[src/rtl/btb_pkg.sv]
package btb_pkg;

    // Two-bit direction counter; the upper bit is the prediction.
    typedef enum logic [1:0] {
        CTR_SNT = 2'b00,
        CTR_WNT = 2'b01,
        CTR_WT  = 2'b10,
        CTR_ST  = 2'b11
    } ctr_e;

endpackage

[src/rtl/btb_ctr_fsm.sv]
module btb_ctr_fsm
    import btb_pkg::*;
(
    input  ctr_e cur,
    input  logic outcome,
    output ctr_e nxt,
    output logic predict
);

    // Transition process.
    always_comb begin
        unique case (cur)
            CTR_SNT: nxt = outcome ? CTR_WNT : CTR_SNT;
            CTR_WNT: nxt = outcome ? CTR_WT  : CTR_SNT;
            CTR_WT:  nxt = outcome ? CTR_ST  : CTR_WNT;
            CTR_ST:  nxt = outcome ? CTR_ST  : CTR_WT;
            default: nxt = CTR_WT;
        endcase
    end

    // Output process.
    always_comb begin
        unique case (cur)
            CTR_SNT, CTR_WNT: predict = 1'b0;
            CTR_WT,  CTR_ST:  predict = 1'b1;
            default:          predict = 1'b0;
        endcase
    end

endmodule

[src/rtl/btb_entry_array.sv]
module btb_entry_array
    import btb_pkg::*;
#(
    parameter int PC_W    = 32,
    parameter int IDX_W   = 4,
    localparam int TAG_W  = PC_W - IDX_W - 2,
    localparam int ENTRIES = 1 << IDX_W
) (
    input  logic             clk,
    input  logic             rst_n,
    // read port A (fetch lookup)
    input  logic [IDX_W-1:0] ra_idx,
    output logic             ra_vld,
    output logic [TAG_W-1:0] ra_tag,
    output logic [PC_W-1:0]  ra_tgt,
    output ctr_e             ra_ctr,
    // read port B (resolution)
    input  logic [IDX_W-1:0] rb_idx,
    output logic             rb_vld,
    output logic [TAG_W-1:0] rb_tag,
    output logic [PC_W-1:0]  rb_tgt,
    output ctr_e             rb_ctr,
    // write port
    input  logic             wr_en,
    input  logic [IDX_W-1:0] wr_idx,
    input  logic [TAG_W-1:0] wr_tag,
    input  logic             wr_tgt_en,
    input  logic [PC_W-1:0]  wr_tgt,
    input  ctr_e             wr_ctr
);

    logic [ENTRIES-1:0] vld_vec;
    logic [TAG_W-1:0]   tag_arr [ENTRIES];
    logic [PC_W-1:0]    tgt_arr [ENTRIES];
    ctr_e               ctr_arr [ENTRIES];

    for (genvar g = 0; g < ENTRIES; g++) begin : g_ent
        logic             v_q;
        logic [TAG_W-1:0] t_q;
        logic [PC_W-1:0]  d_q;
        ctr_e             c_q;
        logic             sel;

        assign sel = wr_en && (wr_idx == IDX_W'(g));

        always_ff @(posedge clk) begin
            if (!rst_n) begin
                v_q <= 1'b0;
                c_q <= CTR_WNT;
            end else if (sel) begin
                v_q <= 1'b1;
                c_q <= wr_ctr;
            end
        end

        always_ff @(posedge clk) begin
            if (sel) begin
                t_q <= wr_tag;
                if (wr_tgt_en) d_q <= wr_tgt;
            end
        end

        assign vld_vec[g] = v_q;
        assign tag_arr[g] = t_q;
        assign tgt_arr[g] = d_q;
        assign ctr_arr[g] = c_q;
    end

    assign ra_vld = vld_vec[ra_idx];
    assign ra_tag = tag_arr[ra_idx];
    assign ra_tgt = tgt_arr[ra_idx];
    assign ra_ctr = ctr_arr[ra_idx];

    assign rb_vld = vld_vec[rb_idx];
    assign rb_tag = tag_arr[rb_idx];
    assign rb_tgt = tgt_arr[rb_idx];
    assign rb_ctr = ctr_arr[rb_idx];

    AST_IDLE_KEEPS_VALID: assert property (@(posedge clk) disable iff (!rst_n)
        !wr_en |=> $stable(vld_vec));

    AST_WRITE_SETS_VALID: assert property (@(posedge clk) disable iff (!rst_n)
        wr_en |=> vld_vec[$past(wr_idx)]);

endmodule

[src/rtl/btb_probe.sv]
module btb_probe
    import btb_pkg::*;
#(
    parameter int PC_W   = 32,
    parameter int IDX_W  = 4,
    localparam int TAG_W = PC_W - IDX_W - 2
) (
    input  logic [PC_W-1:0]  pc,
    input  logic             ent_vld,
    input  logic [TAG_W-1:0] ent_tag,
    output logic [IDX_W-1:0] idx,
    output logic [TAG_W-1:0] tag,
    output logic             hit
);

    assign idx = pc[IDX_W+1:2];
    assign tag = pc[PC_W-1:IDX_W+2];
    assign hit = ent_vld && (ent_tag == tag);

endmodule

[src/rtl/btb_top.sv]
module btb_top
    import btb_pkg::*;
#(
    parameter int PC_W  = 32,
    parameter int IDX_W = 4
) (
    input  logic            clk,
    input  logic            rst_n,
    input  logic [PC_W-1:0] lk_pc,
    output logic            lk_hit,
    output logic            lk_taken,
    output logic [PC_W-1:0] lk_next_pc,
    input  logic            up_valid,
    input  logic [PC_W-1:0] up_pc,
    input  logic [PC_W-1:0] up_target,
    input  logic            up_taken,
    output logic            up_mispredict
);

    localparam int TAG_W = PC_W - IDX_W - 2;

    logic [IDX_W-1:0] lk_idx, up_idx;
    logic [TAG_W-1:0] lk_tag, up_tag;
    logic             a_vld, b_vld;
    logic [TAG_W-1:0] a_tag, b_tag;
    logic [PC_W-1:0]  a_tgt, b_tgt;
    ctr_e             a_ctr, b_ctr;
    logic             up_hit;
    logic             a_pred, b_pred;
    ctr_e             a_nxt_unused, b_nxt;
    logic             wr_en;
    ctr_e             wr_ctr;

    btb_entry_array #(.PC_W(PC_W), .IDX_W(IDX_W)) i_arr (
        .clk(clk), .rst_n(rst_n),
        .ra_idx(lk_idx), .ra_vld(a_vld), .ra_tag(a_tag), .ra_tgt(a_tgt), .ra_ctr(a_ctr),
        .rb_idx(up_idx), .rb_vld(b_vld), .rb_tag(b_tag), .rb_tgt(b_tgt), .rb_ctr(b_ctr),
        .wr_en(wr_en), .wr_idx(up_idx), .wr_tag(up_tag),
        .wr_tgt_en(up_taken), .wr_tgt(up_target), .wr_ctr(wr_ctr)
    );

    btb_probe #(.PC_W(PC_W), .IDX_W(IDX_W)) i_lk_probe (
        .pc(lk_pc), .ent_vld(a_vld), .ent_tag(a_tag),
        .idx(lk_idx), .tag(lk_tag), .hit(lk_hit)
    );

    btb_probe #(.PC_W(PC_W), .IDX_W(IDX_W)) i_up_probe (
        .pc(up_pc), .ent_vld(b_vld), .ent_tag(b_tag),
        .idx(up_idx), .tag(up_tag), .hit(up_hit)
    );

    btb_ctr_fsm i_lk_ctr (.cur(a_ctr), .outcome(1'b0), .nxt(a_nxt_unused), .predict(a_pred));
    btb_ctr_fsm i_up_ctr (.cur(b_ctr), .outcome(up_taken), .nxt(b_nxt), .predict(b_pred));

    // Lookup outputs.
    assign lk_taken   = lk_hit && a_pred;
    assign lk_next_pc = lk_taken ? a_tgt : lk_pc + PC_W'(4);

    // Resolution: train on hit, allocate on a taken miss.
    logic up_pred_taken, up_tgt_diff;
    assign up_pred_taken = up_hit && b_pred;
    assign up_tgt_diff   = up_hit && (b_tgt != up_target);
    assign up_mispredict = up_valid &&
                           ((up_pred_taken != up_taken) || (up_pred_taken && up_taken && up_tgt_diff));
    assign wr_en  = up_valid && (up_hit || up_taken);
    assign wr_ctr = up_hit ? b_nxt : CTR_WT;

    AST_RESET_EMPTY: assert property (@(posedge clk) disable iff (!rst_n)
        $rose(rst_n) |-> !lk_hit);

    AST_MISS_SEQUENTIAL: assert property (@(posedge clk) disable iff (!rst_n)
        !lk_hit |-> (lk_next_pc == lk_pc + PC_W'(4)));

    AST_TAKEN_NEEDS_HIT: assert property (@(posedge clk) disable iff (!rst_n)
        lk_taken |-> lk_hit);

    AST_TAKEN_MISS_FLAGGED: assert property (@(posedge clk) disable iff (!rst_n)
        (up_valid && up_taken && !up_hit) |-> up_mispredict);

    AST_ALLOC_HITS_NEXT: assert property (@(posedge clk) disable iff (!rst_n)
        (up_valid && up_taken && (lk_pc == up_pc)) |=> ($stable(lk_pc) |-> lk_hit));

endmodule

[config.mk]
export PLATFORM = sky130hd
export DESIGN_NAME = btb_top
export DESIGN_NICKNAME = d
export VERILOG_FILES = /design/src/rtl/btb_pkg.sv /design/src/rtl/btb_ctr_fsm.sv /design/src/rtl/btb_entry_array.sv /design/src/rtl/btb_probe.sv /design/src/rtl/btb_top.sv
export SDC_FILE = /design/constraint.sdc
export NUM_CORES = 2
export LEC_CHECK = 0
export BUFFER_PORTS_ARGS = -buffer_cell sky130_fd_sc_hd__buf_2
export CAP_MARGIN = 20
export CORE_ASPECT_RATIO = 1.5
export CORE_MARGIN = 5
export CORE_UTILIZATION = 45
export CTS_CLUSTER_DIAMETER = 120
export CTS_CLUSTER_SIZE = 40
export DETAILED_ROUTE_END_ITERATION = 8
export GPL_TIMING_DRIVEN = 1
export PLACE_DENSITY_LB_ADDON = 0.05
export SETUP_SLACK_MARGIN = 0.02
export SLEW_MARGIN = 10
export SYNTH_ARGS = -nofsm -noshare
export SYNTH_HDL_FRONTEND = slang
export SYNTH_HIERARCHICAL = 1
export SYNTH_SLANG_ARGS = --single-unit
[constraint.sdc]
create_clock -name clk -period 8.4 [get_ports clk]
set_input_delay 1.68 -clock clk [delete_from_list [all_inputs] [get_ports clk]]
set_output_delay 1.68 -clock clk [all_outputs]
set_load 0.05 [all_outputs]
==> impl_metrics.toml <==
[layout]
final_common_cell = "edfxtp_1"
syn_to_final_growth_pct = 7.116
num-fill-cells = 8568
regArea_mm2 = 0.02883
drive_gt1_frac = 0.3173
multi_input_area_mm2 = 0.01617
nNetsFinal = 2636
mostFrequentLayoutCells = "edfxtp_1, mux4_2, a22oi_1"

[hold_path]
worstHoldPathType = "reg2reg"

[routing]
avgViaCountPerCell = 6.557
drc = 0
final_antenna_net_count = 0
routed_wl_mm = 138.5
drt_iter0_drc = 2873
first_pass_iters = 8
routedWlPerCell_um = 35.69
routed-via-count = 25440

[worst_setup_path]
cp_cell_sequence = "buf_8 -> buf_12 -> mux4_2 -> a22oi_1 -> nand2_1 -> xnor2_1 -> nand4_1 -> or4_1 -> nor4_2 -> nand2_2 -> buf_4 -> a21oi_1 -> buf_2"
worstSetupStartpointType = "primary input"
max_stage_delay_ns = 0.66
worstPathArrival_ns = 6.02
critical_path_class = "in2out"
critPathTopFamily = "simple AND/OR/NAND/NOR gates"
cpMaxStageDelayCell = "or4_1"
required_ns = 6.72
worstSetupEndpointType = "output pin"
path_buf_inv = 4
path_max_fanout = 31

[pwr]
power_density_mw_per_mm2 = 171.2
combPwrFrac = 0.114
internal_power_mw = 6.411
swShare = 0.2421
pwr-share-seq = 0.636
power_leakage_nw = 15.35
ir_drop_mv = 0.1582
finalPower_mw = 8.459
switchingPower_mw = 2.048
power_frac_clock = 0.250

[grt]
grt_max_degree = 95
grt_pass1_vias = 27370
grt_first_pass_wirelength_mm = 198.1
overflow = 0
grt_usage = 0.2507
antenna_found_initial = 21

[die]
die_h_um = 402.2
die_area_mm2 = 0.1092
die_w_um = 271.5
rows = 144
io_pins = 135
start_util = 0.4509
core_area_mm2 = 0.1023

[synth]
yosysWarningCount = 6
avgSynthCellArea_um2 = 18.52
syn-num-nets = 2594
synthesis.instances = 2492
netlist_area_mm2 = 0.04614

[clock_tree]
clock_tree.root_cell = "clkbuf_16"
ctsHtreeMaxLevel = 1
cts_buffers = 28
path_clk_slew_ns = 0.15
post-cts-setup-buffer-count = 0
cts_buffer_depth = 3
cts_tree = "done"
cts_hold_repair.buffers = 0
cts_resized = 0
clock-sinks = 976
clk_latency_ns = 0.69

[timing]
fin_setup_tns_ns = 0
post-route-min-period_ns = 7.701
worst_pin_slew_ns = 1.125
fin_ws_ns = 0.6995
max_slew_margin = 0.2501
slew_violations = 0
period_share = 0.9167
finalSetupViolations = 0
finClkSkew_ns = 0.05092
finalHoldWorstSlack_ns = 0.5009
grt_setup_unrepaired = "no"
finalHoldViolations = 0
clock.fmax_mhz = 129.9

[status]
run_status = "complete, no violations"

[placement]
port_buffers = 132
dp_hpwl_mm = 84.67
pre_cts_ws_ns = 0.6935
place.gp.congestion = 0.8036

[run]
max_cap_violations = 0
-- layout make-up --
cell class / instances / share of cell area
Clock inverter: 1 / 0.0006076
Tap cell: 1314 / 0.03327
Sequential cell: 976 / 0.5833
Multi-Input combinational cell: 1279 / 0.3272
Antenna cell: 10 / 0.0005063
Clock buffer: 51 / 0.01635
Timing Repair Buffer: 245 / 0.03848
Inverter: 4 / 0.0003038
-- worst min-delay path, delay by kind of cell (launching register included) --
| family | cells | cell delay (ns) |
|---|---|---|
| compound gates | 2 | 0.13 |
| flops | 1 | 0.34 |
-- per-stage QoR --
step	util	instance area, µm²	cells
2_1_floorplan	-	46140	2492
5_1_grt	0.4827	49400	3871
3_5_place_dp	0.4745	48560	3818
6_report	0.4829	49420	3880
4_1_cts	0.4827	49400	3870
3_3_place_gp	0.4745	48560	3818
-- power by group through the flow --
stage	combinational (mW)	clock [mW]	sequential, mW
2_1_floorplan	0.627	0	5.48
3_3_place_gp	0.970	0	5.48
3_5_place_dp	0.978	0	5.49
4_1_cts	0.980	2.16	5.38
5_1_grt	1.02	2.32	5.39
6_report	0.967	2.11	5.38
-- final timing paths --
| path | slack [ns] | cells after the start | from | end |
|---|---|---|---|---|
| max | 0.70 | 13 | lk_pc[2] | lk_next_pc[8] |
| min | 0.50 | 2 | i_arr/g_ent[6].c_q[1]$_SDFFE_PN0P_ | i_arr/g_ent[6].c_q[1]$_SDFFE_PN0P_ |
| max reg2reg | 3.33 | 12 | i_arr/g_ent[3].t_q[21]$_DFFE_PP_ | i_arr/g_ent[14].t_q[11]$_DFFE_PP_ |
| min reg2reg | 0.50 | 2 | i_arr/g_ent[6].c_q[1]$_SDFFE_PN0P_ | i_arr/g_ent[6].c_q[1]$_SDFFE_PN0P_ |
-- metal layers --
layer | vias up | global-route usage | part of all wire
li1 | 10540 | - | -
met5 | - | 0 | 0.00039
met4 | 10 | 0.05796 | 0.028
met1 | 13840 | 0.3257 | 0.38
met2 | 878 | 0.4599 | 0.54
met3 | 178 | 0.02266 | 0.055
-- sequential cells by signal, indices dropped and copies added (netlist names) --
register	cells
i_arr/g_ent.c_q	32
i_arr/g_ent.t_q	416
i_arr/g_ent.v_q	16
i_arr/g_ent.d_q	512
(Power assumes the default switching activity.)
